### src/rtl/exc_esc_pkg.sv
package exc_esc_pkg;

  typedef enum logic [1:0] {
    XC_BENIGN  = 2'd0,
    XC_CONTRIB = 2'd1,
    XC_PAGE    = 2'd2,
    XC_DOUBLE  = 2'd3
  } xc_class_e;

  typedef enum logic [1:0] {
    XK_FAULT = 2'd0,
    XK_TRAP  = 2'd1,
    XK_ABORT = 2'd2
  } xk_kind_e;

  typedef struct packed {
    xc_class_e cls;
    xk_kind_e  kind;
    logic      has_err;
    logic      keep_bit0;
  } xc_info_t;

  localparam int unsigned DF_VEC = 8;
  localparam int unsigned DB_VEC = 1;

  localparam xc_info_t DF_INFO = '{cls: XC_DOUBLE, kind: XK_FAULT,
                                   has_err: 1'b1, keep_bit0: 1'b1};

endpackage

### src/rtl/exc_classify.sv
module exc_classify
  import exc_esc_pkg::*;
#(
  parameter int VEC_W   = 8,
  parameter int NUM_EXC = 32
) (
  input  logic [VEC_W-1:0] vec,
  output logic             in_range,
  output xc_info_t         info
);

  logic [31:0] v_i;

  always_comb begin
    v_i      = 32'(vec);
    in_range = (v_i < 32'(NUM_EXC));

    if (v_i inside {0, 10, 11, 12, 13, 21})
      info.cls = XC_CONTRIB;
    else if (v_i inside {14, 20})
      info.cls = XC_PAGE;
    else if (v_i == DF_VEC)
      info.cls = XC_DOUBLE;
    else
      info.cls = XC_BENIGN;

    if (v_i inside {3, 4})
      info.kind = XK_TRAP;
    else if (v_i == 18)
      info.kind = XK_ABORT;
    else
      info.kind = XK_FAULT;

    info.has_err   = (v_i inside {8, 10, 11, 12, 13, 14, 17, 21});
    info.keep_bit0 = (v_i inside {8, 14, 21});
  end

endmodule

### src/rtl/exc_escalate_matrix.sv
module exc_escalate_matrix
  import exc_esc_pkg::*;
(
  input  xc_class_e trk,
  input  xc_class_e ncls,
  input  xk_kind_e  nkind,
  output logic      go_double,
  output logic      go_shutdown
);

  // Row = tracked class, column = new class, each benign/contributory/page.
  // Bit (row*3 + col) set when the pair escalates.
  localparam logic [8:0] BLOCK_MAP = 9'b000_000_000
    | (9'b1 << (1*3 + 1))   // contributory after contributory
    | (9'b1 << (2*3 + 1))   // contributory after page fault
    | (9'b1 << (2*3 + 2));  // page fault after page fault

  logic [3:0] idx;
  logic       row_ok;
  logic       col_ok;

  always_comb begin
    row_ok      = (trk != XC_DOUBLE);
    col_ok      = (ncls != XC_DOUBLE);
    idx         = 4'(trk) * 4'd3 + 4'(ncls);
    go_shutdown = (trk == XC_DOUBLE) && (nkind == XK_FAULT);
    go_double   = row_ok && col_ok && BLOCK_MAP[idx];
  end

endmodule

### src/rtl/exc_dbg_merge.sv
module exc_dbg_merge #(
  parameter int          DBG_W     = 32,
  parameter logic [31:0] KEEP_MASK = 32'hFFFF_6FF0,
  parameter logic [31:0] TAKE_MASK = 32'h0000_E00F,
  parameter int          GD_BIT    = 13
) (
  input  logic [DBG_W-1:0] stat_old,
  input  logic [DBG_W-1:0] stat_hit,
  input  logic [DBG_W-1:0] ctl_old,
  output logic [DBG_W-1:0] stat_new,
  output logic [DBG_W-1:0] ctl_new
);

  localparam logic [DBG_W-1:0] KEEP = KEEP_MASK[DBG_W-1:0];
  localparam logic [DBG_W-1:0] TAKE = TAKE_MASK[DBG_W-1:0];

  always_comb begin
    stat_new         = (stat_old & KEEP) | (stat_hit & TAKE);
    ctl_new          = ctl_old;
    ctl_new[GD_BIT]  = 1'b0;
  end

endmodule

### src/rtl/exc_escalate_ctrl.sv
module exc_escalate_ctrl
  import exc_esc_pkg::*;
#(
  parameter int VEC_W   = 8,
  parameter int ERR_W   = 16,
  parameter int DBG_W   = 32,
  parameter int NUM_EXC = 32,
  localparam int XW     = $clog2(NUM_EXC)
) (
  input  logic             clk,
  input  logic             rst_n,
  input  logic             evt_valid,
  input  logic [VEC_W-1:0] evt_vector,
  input  logic [ERR_W-1:0] evt_errcode,
  input  logic             real_mode,
  input  logic             spec_sp,
  input  logic             dlv_done,
  input  logic [DBG_W-1:0] dr6_cur,
  input  logic [DBG_W-1:0] dr6_hit,
  input  logic [DBG_W-1:0] dr7_cur,
  output logic             out_valid,
  output logic [XW-1:0]    out_vector,
  output logic [ERR_W-1:0] out_errcode,
  output logic             out_push_err,
  output logic             out_rollback_ip,
  output logic             out_rollback_sp,
  output logic             out_set_rf,
  output logic             out_shutdown,
  output logic             out_bad_vec,
  output logic             out_dbg_wr,
  output logic [DBG_W-1:0] out_dr6,
  output logic [DBG_W-1:0] out_dr7
);

  // ---------------- reset synchronizer ----------------
  logic rst_meta_n, rst_sync_n;

  always_ff @(posedge clk or negedge rst_n) begin
    if (!rst_n) begin
      rst_meta_n <= 1'b0;
      rst_sync_n <= 1'b0;
    end else begin
      rst_meta_n <= 1'b1;
      rst_sync_n <= rst_meta_n;
    end
  end

  // ---------------- state ----------------
  xc_class_e trk_q, trk_d;
  logic      ext_q, ext_d;
  logic      st_en;

  // ---------------- classification ----------------
  logic     in_range;
  xc_info_t req_info;

  exc_classify #(.VEC_W(VEC_W), .NUM_EXC(NUM_EXC)) u_cls (
    .vec      (evt_vector),
    .in_range (in_range),
    .info     (req_info)
  );

  logic esc_double, esc_shutdown;

  exc_escalate_matrix u_mtx (
    .trk         (trk_q),
    .ncls        (req_info.cls),
    .nkind       (req_info.kind),
    .go_double   (esc_double),
    .go_shutdown (esc_shutdown)
  );

  logic [DBG_W-1:0] dr6_m, dr7_m;

  exc_dbg_merge #(.DBG_W(DBG_W)) u_dbg (
    .stat_old (dr6_cur),
    .stat_hit (dr6_hit),
    .ctl_old  (dr7_cur),
    .stat_new (dr6_m),
    .ctl_new  (dr7_m)
  );

  // ---------------- decision ----------------
  logic             acc, bad, shut, dbl, dlv;
  xc_info_t         fin_info;
  logic [XW-1:0]    fin_vec;
  logic             push, rb_ip, is_db;
  logic [ERR_W-1:0] fin_err;

  always_comb begin
    acc      = evt_valid && in_range;
    bad      = evt_valid && !in_range;
    shut     = acc && esc_shutdown;
    dbl      = acc && !esc_shutdown && esc_double;
    dlv      = acc && !esc_shutdown;
    fin_info = dbl ? DF_INFO : req_info;
    fin_vec  = dbl ? XW'(DF_VEC) : evt_vector[XW-1:0];
    push     = dlv && fin_info.has_err && !real_mode;
    if (!push || dbl)
      fin_err = '0;
    else if (fin_info.keep_bit0)
      fin_err = evt_errcode;
    else
      fin_err = {evt_errcode[ERR_W-1:1], ext_q};
    rb_ip    = dlv && (fin_info.kind == XK_FAULT);
    is_db    = dlv && (32'(fin_vec) == DB_VEC);
  end

  // ---------------- next state ----------------
  always_comb begin
    st_en = acc || dlv_done;
    trk_d = trk_q;
    ext_d = ext_q;
    if (acc) begin
      ext_d = 1'b1;
      if (!shut) trk_d = fin_info.cls;
    end else if (dlv_done) begin
      ext_d = 1'b0;
      trk_d = XC_BENIGN;
    end
  end

  always_ff @(posedge clk or negedge rst_sync_n) begin
    if (!rst_sync_n) begin
      trk_q <= XC_BENIGN;
      ext_q <= 1'b0;
    end else if (st_en) begin
      trk_q <= trk_d;
      ext_q <= ext_d;
    end
  end

  // ---------------- output registers ----------------
  always_ff @(posedge clk or negedge rst_sync_n) begin
    if (!rst_sync_n) begin
      out_valid       <= 1'b0;
      out_vector      <= '0;
      out_errcode     <= '0;
      out_push_err    <= 1'b0;
      out_rollback_ip <= 1'b0;
      out_rollback_sp <= 1'b0;
      out_set_rf      <= 1'b0;
      out_shutdown    <= 1'b0;
      out_bad_vec     <= 1'b0;
      out_dbg_wr      <= 1'b0;
      out_dr6         <= '0;
      out_dr7         <= '0;
    end else begin
      out_valid       <= dlv;
      out_vector      <= dlv ? fin_vec : '0;
      out_errcode     <= fin_err;
      out_push_err    <= push;
      out_rollback_ip <= rb_ip;
      out_rollback_sp <= rb_ip && spec_sp;
      out_set_rf      <= rb_ip && (32'(fin_vec) != DB_VEC);
      out_shutdown    <= shut;
      out_bad_vec     <= bad;
      out_dbg_wr      <= is_db;
      out_dr6         <= is_db ? dr6_m : '0;
      out_dr7         <= is_db ? dr7_m : '0;
    end
  end

endmodule

### config.mk
export PLATFORM = sky130hd
export DESIGN_NAME = exc_escalate_ctrl
export DESIGN_NICKNAME = d
export VERILOG_FILES = /design/src/rtl/exc_esc_pkg.sv /design/src/rtl/exc_classify.sv /design/src/rtl/exc_escalate_matrix.sv /design/src/rtl/exc_dbg_merge.sv /design/src/rtl/exc_escalate_ctrl.sv
export SDC_FILE = /design/constraint.sdc
export NUM_CORES = 1
export LEC_CHECK = 0
export ABC_AREA = 1
export BUFFER_PORTS_ARGS = -buffer_cell sky130_fd_sc_hd__buf_2
export CORE_ASPECT_RATIO = 0.75
export CORE_MARGIN = 8
export CORE_UTILIZATION = 35
export CTS_BUF_LIST = sky130_fd_sc_hd__clkbuf_8
export DETAILED_ROUTE_END_ITERATION = 8
export PLACE_DENSITY_LB_ADDON = 0.12
export SLEW_MARGIN = 20
export SYNTH_ARGS = -nofsm -noshare
export SYNTH_HDL_FRONTEND = slang
export SYNTH_SLANG_ARGS = --single-unit
### constraint.sdc
create_clock -name clk -period 8.5 [get_ports clk]
set_clock_uncertainty 0.05 [all_clocks]
set_input_delay 0.425 -clock clk [delete_from_list [all_inputs] [get_ports clk]]
set_output_delay 0.425 -clock clk [all_outputs]
set_load 0.01 [all_outputs]
==> metrics, run 1 <==
die footprint=15900 sq um; Initial Util=36.2%; worst path required time=8.65 ns; worst slew pin tran=0.979 ns; # diodes=0; vias in the first global route=3112; Setup crit end kind=register; CTS max path bufs=2; worst hold path class=input port to register; root buffer cell=clkbuf_8; Worst slew margin=34.7%; most common cell after layout, fill and taps aside=buf_2; Final ANT Viol Nets=0; Seq/Total Area, Yosys=56.7%; H-tree levels=3; Synth area leaders=dfrtp_1, nor2_4, inv_1; Setup WS pre-CTS=3.86 ns; pin count of the biggest net entering global routing=49; final setup violation count=0; Post-Syn Area=4230 sq um; Pins Over Slew Limit=0; Setup crit start kind=input port; Critical Setup Path Class=input port to register; final hold slack=0.221 ns; die height=111 um; drt pass-1 iters=4; Critical Path AT=4.39 ns; status=complete, no violations; Post-CTS Resized=0; placed cells=724; dominant cell type by area after synthesis=dfrtp_1; Syn Inst Count=384; area delta synth->final=28.5%; Routability Congestion=0.869; final hold violations=0; CTS tree=built; Power Density=151 nW/um^2; Max rail drop VDD=0.0000618 V; cts bufs inserted=9; # rows=34; final setup margin=4.27 ns; Tot GR Track Use=12.8%; GRT overflow=0; fin cells=741; first-pass GRT wire length=16.0 mm; commonest non-fill, non-tap cells in the layout=buf_2, inv_1, dfrtp_1, nor2_4, nand2_1; Crit Path Max Fanout=36; vias post-DR=2933; crit share post-route=49.8%; die width=143 um; routed len/inst=13.4 um; #FFs+latches synth=96; Min Clock Period, post-route=4.23 ns; clock sinks=96; Max Cap Violations=0; I/O pins=219; CTS Hold Bufs=1; clock-pin slew on the worst setup and hold paths=0.09 ns; later-pin clock latency in the skew report=0.35 ns; Synth Area per Inst=11.0 sq um; floorplan core area=11700 sq um; nets=705; Leakage=3.28 nW; RSZ-0062 raised after global routing=false; share of post-route cells with drive strength above 1=49.7%; Post-DP HPWL=7.74 mm; post-synth cell types=27; total power after layout=0.819 mW; Highest Clock Rate=236 MHz; vias per inst=3.96; total negative slack=0 ns; Iter 0 DRT Violations=87; drc violations=0; area share of the largest cell type after synthesis=56.7%; Port Buf Inserts=184; WL final=9.92 mm; Yosys warnings=0; initial antenna violation count=0; postcts setup bufs=0
path summary, 6_finish.rpt:
| kind | start | end | slack (ns) | depth (start not counted) |
|---|---|---|---|---|
| worst min register to register | rst_sync_n$_DFF_PN0_ | out_dr7[21]$_DFF_PN0_ | 0.30 | 0 |
| max in group asynchronous | rst_sync_n$_DFF_PN0_ | out_dr6[2]$_DFF_PN0_ | 7.05 | 1 |
| min in group asynchronous | rst_sync_n$_DFF_PN0_ | out_dr7[21]$_DFF_PN0_ | 0.30 | 0 |
| worst max-delay path | evt_vector[5] | out_dr7[31]$_DFF_PN0_ | 4.27 | 20 |
| worst max register to register | trk_q[0]$_DFFE_PN0P_ | out_dr7[31]$_DFF_PN0_ | 4.56 | 14 |
| worst min-delay path | dr6_cur[31] | out_dr6[31]$_DFF_PN0_ | 0.22 | 3 |
synthesized netlist by cell type (all sizes together):
master,instances
a21oi,3
buf,9
conb,2
dfrtp,96
fa,2
ha,3
inv,104
nand2,41
nand3,7
nand3b,1
nand4,3
nor2,104
nor3,5
o211ai,1
o21a,1
o21ai,2
sequential cells by signal (all words and copies together), names as in the netlist, 2 cells and up:
signal,cells
trk_q,2
out_errcode,16
out_vector,5
out_dr6,31
out_dr7,31
area by class of cell:
type                       count  area [sq um]
clock buffer                   9           124
clock inverter                 7          71.3
fill                        1173          6260
inverter                     104           395
multi-input combinational    176          1290
sequential                    96          2410
tap                          162           203
timing repair buffer         187           946
critical path, stage by stage:
cell and delay, ns:
buf_2 0.09, inv_1 0.09, nand2_1 0.10, nor2_4 0.15, nand2_2 0.12, nand2_1 0.13, nor2_1 0.09, fa_1 0.49
inv_1 0.05, ha_1 0.19, inv_1 0.06, fa_1 0.40, nand3b_1 0.16, nand2_1 0.13, nand4_4 0.18, nand2_4 0.14
nor2_8 0.04, inv_6 0.36, buf_4 0.84, nor2_1 0.09
metal layers:
metal | vias to the layer above | routed length (um) | track usage [%]
li1 | 1451 | - | -
met5 | - | 0 | 0
met3 | 8 | 1210 | 6.20
met1 | 1337 | 4430 | 16.0
met4 | 0 | 64 | 3.18
met2 | 137 | 4210 | 19.1
power breakdown:
| group | total [mW] | internal [mW] | switching [mW] |
|---|---|---|---|
| clock network | 0.297 | 0.136 | 0.161 |
| logic | 0.0584 | 0.0234 | 0.0349 |
| registers | 0.463 | 0.459 | 0.00479 |
| total | 0.819 | 0.618 | 0.201 |
through the flow:
| stage | util, % | instance area, sq um |
|---|---|---|
| floorplan | - | 4240 |
| global placement | 44.7 | 5230 |
| detailed placement | 44.7 | 5230 |
| CTS | 46.5 | 5440 |
| global route | 46.5 | 5440 |
| finish | 46.5 | 5440 |
logic make-up after synthesis:
| family | Yosys count | share of synthesized area [%] |
|---|---|---|
| AOI/OAI and AO/OA | 7 | 0.946 |
| adders and majority gates | 5 | 1.83 |
| buffers and inverters | 113 | 12.8 |
| DFF | 96 | 56.7 |
| other | 2 | 0.177 |
| and+or+nand+nor | 161 | 27.5 |
Note: power is estimated with default switching activity, not from simulation.
==> run 2, diff against run 1 <==
ABC_AREA = 0   (was 1)
clock period = 4 ns   (was 8.5 ns; I/O delays follow)
==> metrics, run 2 <==
status=complete, no violations; Final ANT Viol Nets=0 (unchanged); Tot GR Track Use=15.5% (+2.8 points); Top FF cell, synth=dfrtp_1; total negative slack=0 ns (unchanged); Power Density=309 nW/um^2 (+110%); die height=105 um (-5.6%); GRT overflow=0 (unchanged); Pins Over Slew Limit=0 (unchanged); die width=135 um (-5.8%); Min Clock Period, post-route=3.74 ns; Critical Setup Path Class=input port to register; most instantiated library cell after synthesis=dfrtp_1; Leakage=3.18 nW (-3.1%); H-tree levels=3 (unchanged); Synth area leaders=dfrtp_1, and2_1, nor4_1; Logic pwr share=9.8% (+2.7 points); die footprint=14100 sq um (-11%); Largest regs=out_dr6 (31), out_dr7 (31), out_errcode (16); nets=687 (-2.6%); worst slew pin tran=0.891 ns (-0.0883 ns); crit share post-route=93.6%; first-pass GRT wire length=17.4 mm (+8.9%); CTS tree=built; commonest non-fill, non-tap cells in the layout=buf_2, dfrtp_1, dlygate4sd3_1, and2_1, inv_1; Highest Clock Rate=267 MHz; vias in the first global route=3409 (+9.5%); Net Sw Power=0.428 mW (+110%); initial antenna violation count=1 (+1); WL final=10.9 mm (+10%); Max Cap Violations=0 (unchanged); Iter 0 DRT Violations=155 (+78%); dominant cell type by area after synthesis=dfrtp_1; fin cells=698 (-5.8%); clock-pin slew on the worst setup and hold paths=0.09 ns (about the same); Pint=1.34 mW (+120%); asr flop ratio synth=100% (unchanged); Synth Area per Inst=12.7 sq um (+15%); CTS max path bufs=2 (unchanged); Crit Path Max Fanout=29 (-19%); Seq/Total Area, Yosys=65.0% (+8.2 points); final setup violation count=0 (unchanged); # rows=32 (-5.9%); area share of the largest cell type after synthesis=65.0% (+8.2 points); vias post-DR=3100 (+5.7%); #FFs+latches synth=96 (unchanged); drc violations=0 (unchanged); synth cell count leaders=dfrtp_1, and2_1, inv_1; root buffer cell=clkbuf_8; clock share of power=34.3% (-2.0 points); drt pass-1 iters=5 (+1); area delta synth->final=55.1%; Syn Inst Count=291 (-24%); placed cells=603 (-17%); routed len/inst=15.7 um (+17%); floorplan core area=10300 sq um (-12%); Routability Congestion=0.792 (-8.9%); Setup crit end kind=register; share of post-route cells with drive strength above 1=38.9% (-11 points); Post-CTS Resized=0 (unchanged); worst hold path class=input port to register; final hold violations=0 (unchanged); Max rail drop VDD=0.000169 V (+170%); Initial Util=35.9% (-0.25 points); post-synth cell types=48 (+78%); vias per inst=4.44 (+12%); Post-DP HPWL=7.60 mm (-1.8%); Setup crit start kind=input port; cts bufs inserted=9 (unchanged); Yosys warnings=0 (unchanged); EDFF count, synth=0 (unchanged); RSZ-0062 raised after global routing=false; worst path required time=4.25 ns (-4.40 ns); Sw Share=24.1% (-0.36 points); Post-Syn Area=3700 sq um (-13%); I/O pins=219 (unchanged); Worst slew margin=40.6% (+5.9 points); pin count of the biggest net entering global routing=72 (+47%); Critical Path AT=3.99 ns (-0.40 ns); Port Buf Inserts=184 (unchanged); utilization after layout=55.7% (+9.2 points); sequential power share=55.9% (-0.7 points); most common cell after layout, fill and taps aside=buf_2; later-pin clock latency in the skew report=0.36 ns (about the same); clock sinks=96 (unchanged)
run 2: cell count changes after synthesis, moves of 6 or more:
cell,before,now
inv_1,101,23
nor2_4,57,0
nor4_1,0,16
nor2_1,27,8
nand2_1,38,2
buf_12,6,0
nor2_2,19,0
buf_6,1,7
and2_1,0,61
run 2: per-layer routing:
metal | part of all wire [%] | wire length (um) | global-route usage [%]
met3 | 9.4 | 1030 | 6.32
met2 | 47 | 5130 | 24.9
met4 | 2.6 | 289 | 6.39
met1 | 41 | 4490 | 18.1
met5 | 0 | 0 | 0
run 2: stage by stage:
stage               hold slack, ns  cell area, sq um  setup WS (ns)  total power, mW
floorplan                   -0.146              3700          0.502             1.06
global placement           -0.0639              4760          0.403             1.12
detailed placement         -0.0599              4760          0.364             1.12
CTS                        0.00203              5730          0.296             1.81
global route               0.00206              5740         0.0879             1.86
finish                      0.0234              5740          0.256             1.77
run 2: layout make-up:
| class | count | area, sq um |
|---|---|---|
| fillers | 898 | 4550 |
| flip-flops and latches | 96 | 2410 |
| repair buffers | 270 | 1790 |
| multi-input cells | 156 | 1090 |
| well taps | 136 | 170 |
| clock buffers | 11 | 151 |
| inverters | 23 | 86.3 |
| clock inverters | 5 | 38.8 |
| diodes | 1 | 2.50 |
run 2: path summary, 6_finish.rpt:
| path | startpoint | end | slack, ns | cells after the start |
|---|---|---|---|---|
| worst max-delay path | evt_vector[4] | out_dr6[14]$_DFF_PN0_ | 0.26 | 14 |
| worst min-delay path | dr6_cur[13] | out_dr6[13]$_DFF_PN0_ | 0.02 | 2 |
| worst max register to register | trk_q[1]$_DFFE_PN0P_ | out_dr6[14]$_DFF_PN0_ | 0.60 | 12 |
| worst min register to register | rst_meta_n$_DFF_PN0_ | rst_sync_n$_DFF_PN0_ | 0.32 | 0 |
| max in group asynchronous | rst_sync_n$_DFF_PN0_ | out_vector[2]$_DFF_PN0_ | 2.62 | 1 |
| min in group asynchronous | rst_n | rst_sync_n$_DFF_PN0_ | 0.10 | 2 |
run 2: repair_timing:
item,CTS,global route
hold buffers,78,0
setup endpoints to repair,0,0
endpoints found under the hold margin,78,0
buffers inserted,0,0
run 2: cells by family (layout without fill, tap and decap cells):
logic type / Yosys count / after routing / synth area share (%)
xor gates and xnor gates: 2 / 2 / 0.474
AOI/OAI and AO/OA: 30 / 30 / 6.02
other: 2 / 4 / 0.203
and+or+nand+nor: 116 / 116 / 20.4
adders and majority gates: 5 / 5 / 2.10
buffers and inverters: 40 / 309 / 5.85
DFF: 96 / 96 / 65.0
run 2: worst max-delay path: stages:
cell	delay, ns
buf_2	0.19
or4b_1	0.53
a311o_1	0.33
fa_1	0.44
inv_1	0.07
ha_1	0.14
inv_1	0.04
fa_1	0.47
nor2_1	0.05
a21oi_1	0.19
and4_2	0.43
buf_12	0.20
o21a_1	0.14
dlygate4sd3_1	0.55
run 2: power by group through the flow:
stage / clock network (mW) / registers, mW / logic (mW)
CTS: 0.639 / 0.993 / 0.173
detailed placement: 0 / 1.01 / 0.113
global route: 0.675 / 0.995 / 0.191
finish: 0.608 / 0.991 / 0.174
floorplan: 0 / 1.01 / 0.0443
global placement: 0 / 1.01 / 0.111
==> run 3, diff against run 2 <==
PLACE_DENSITY = 0.74   (was default)
PLACE_DENSITY_LB_ADDON = default   (was 0.12)
RECOVER_POWER = 50   (was default)
==> metrics, run 3 (same netlist as run 2, synthesis figures left out) <==
Setup crit start kind=input port; Critical R2R Launch=trk_q[1]$_DFFE_PN0P_; H-tree levels=3 (unchanged); vias per inst=4.53 (+2.0%); floorplan core area=10300 sq um (unchanged); WL final=11.3 mm (+3.1%); area delta synth->final=51.5%; Power Density=311 nW/um^2 (+0.54%); drc violations=0 (unchanged); reg2reg path depth=12 (unchanged); Initial Util=35.9% (unchanged); drt pass-1 iters=4 (-1); Crit Path Max Fanout=63 (+120%); Worst path depth=14 (unchanged); Iter 0 DRT Violations=139 (-10%); clock share of power=33.1% (-1.2 points); final setup violation count=0 (unchanged); Cell Chain, Critical Path=buf_2 > or4b_1 > a311o_1 > fa_1 > inv_1 > ha_1 > inv_1 > fa_1 > nor2_1 > a21oi_1 > and4_2 > buf_12 > o21a_1 > dlygate4sd3_1; die width=135 um (unchanged); worst hold path class=input port to register; I/O pins=219 (unchanged); worst slew pin tran=2.22 ns (+1.33 ns); Highest Clock Rate=258 MHz (-3.4%); Buf+Inv Stages, Crit Path=5 (unchanged); nets=687 (unchanged); gr busiest metal=met2; placed cells=602 (-0.17%); vias in the first global route=3410 (+0.029%); first-pass GRT wire length=17.8 mm (+1.9%); CP max-delay cell=or4b_1; RSZ-0062 raised after global routing=false; Max rail drop VDD=0.000211 V (+25%); Logic pwr share=10.1% (+0.3 points); die height=105 um (unchanged); met1 usage=17.5% (-0.55 points); Hold Path Origin=dr6_cur[29]; critical path's top delay family=adder cells; worst setup path startpoint=evt_vector[2]; Setup crit end kind=register; worst path required time=4.24 ns (about the same); vias post-DR=3163 (+2.0%); Min Clock Period, post-route=3.87 ns (+0.131 ns); Post-DP HPWL=7.68 mm (+1.0%); GRT met2 Usage=27.4% (+2.5 points); Reg2Reg Capture Point=out_dr6[14]$_DFF_PN0_; GRT met3 Usage=5.55% (-0.77 points); status=finished with violations; Post-CTS Resized=0 (unchanged); Pint=1.31 mW (-2.4%); total negative slack=0 ns (unchanged); Routability Congestion=0.882 (+11%); later-pin clock latency in the skew report=0.35 ns (about the same); sequential power share=56.8% (+0.9 points); final hold violations=0 (unchanged); Critical Path AT=4.11 ns (+0.12 ns); initial antenna violation count=1 (unchanged); most common cell after layout, fill and taps aside=buf_2; root buffer cell=clkbuf_8; Largest regs=out_dr6 (31), out_dr7 (31), out_errcode (16); CTS tree=built; Port Buf Inserts=184 (unchanged); clock sinks=96 (unchanged); cts bufs inserted=9 (unchanged); Critical Path Sink=out_dr6[14]$_DFF_PN0_; CTS max path bufs=2 (unchanged); R2R setup slack=0.48 ns (-0.12 ns); clock-pin slew on the worst setup and hold paths=0.09 ns (about the same); Max Cap Violations=1 (+1); fin cells=698 (unchanged); slowest cell delay on critical path=0.60 ns (+0.05 ns); GRT overflow=0 (unchanged); FILL cells=938 (+4.5%); Critical Setup Path Class=input port to register; crit share post-route=96.9% (+3.3 points); # rows=32 (unchanged); Pins Over Slew Limit=57 (+57); commonest non-fill, non-tap cells in the layout=buf_2, dfrtp_1, clkbuf_1, dlygate4sd3_1, and2_1; die footprint=14100 sq um (unchanged); Sw Share=24.6% (+0.48 points); Final ANT Viol Nets=0 (unchanged); Leakage=2.81 nW (-12%); Worst slew margin=-48.3% (-89 points); Net Sw Power=0.429 mW (+0.18%); Tot GR Track Use=15.7% (+0.20 points); pin count of the biggest net entering global routing=64 (-11%); routed len/inst=16.2 um (+3.1%); share of post-route cells with drive strength above 1=23.4% (-16 points); failing checks=capacitance limit, slew limit
==> run 3: cell count changes in the layout (fill, tap and decap cells not counted), sizes merged <==
| cell | delta |
|---|---|
| clkbuf | +81 |
| clkinv | -2 |
| buf | -84 |
| dlygate4sd3 | +1 |
| inv | +2 |
| clkinvlp | +2 |
==> run 3: layer usage <==
metal / vias to the layer above / wire, um
li1: 1488 / -
met1: 1513 / 4390
met2: 143 / 5770
met3: 19 / 911
met4: 0 / 207
met5: - / 0
==> run 3: final cells by class <==
cell class	instances	area [sq um]	share of cell area, %
sequential	96	2400	42.9
timing repair buffer	270	1670	29.8
multi-input combinational	156	1090	19.5
tap	136	170	3.04
clock buffer	9	124	2.21
inverter	23	86.3	1.54
clock inverter	7	57.6	1.03
antenna	1	2.50	0.0447
==> run 3: repair_timing <==
item | 4_1_cts | 5_1_grt
hold buffers | 79 | 0
setup buffers | 0 | 0
hold endpoints to repair | 78 | 0
==> run 3: power by group through the flow <==
stage                     Clock [mW]  Sequential (mW)  Combinational, mW
after CTS                      0.612            0.990              0.175
final                          0.577            0.988              0.176
after global routing           0.639            0.991              0.192
after global placement             0             1.01              0.111
after detailed placement           0             1.01              0.115
after floorplan                    0             1.01             0.0443
==> run 3: worst min-delay path by stage <==
stage / cells past startpoint / endpoint / slack, ns
CTS: 2 / out_dr6[9]$_DFF_PN0_ / 0.006
global placement: 1 / rst_meta_n$_DFF_PN0_ / -0.06
floorplan: 0 / rst_meta_n$_DFF_PN0_ / -0.15
global route: 2 / out_dr6[29]$_DFF_PN0_ / 0.01
detailed placement: 1 / rst_meta_n$_DFF_PN0_ / -0.06
finish: 2 / out_dr6[29]$_DFF_PN0_ / 0.02
==> run 3: metrics by stage <==
stage | power (mW) | util (%) | hold WS [ns] | setup WS [ns] | instance area [sq um]
global placement | 1.12 | 46.0 | -0.0642 | 0.144 | 4740
detailed placement | 1.12 | 46.0 | -0.0632 | 0.0256 | 4740
global route | 1.82 | 54.5 | 0.0146 | 0.0420 | 5600
finish | 1.74 | 54.5 | 0.0244 | 0.125 | 5600
CTS | 1.78 | 55.5 | 0.00624 | 0.159 | 5710
floorplan | 1.06 | - | -0.146 | 0.502 | 3700
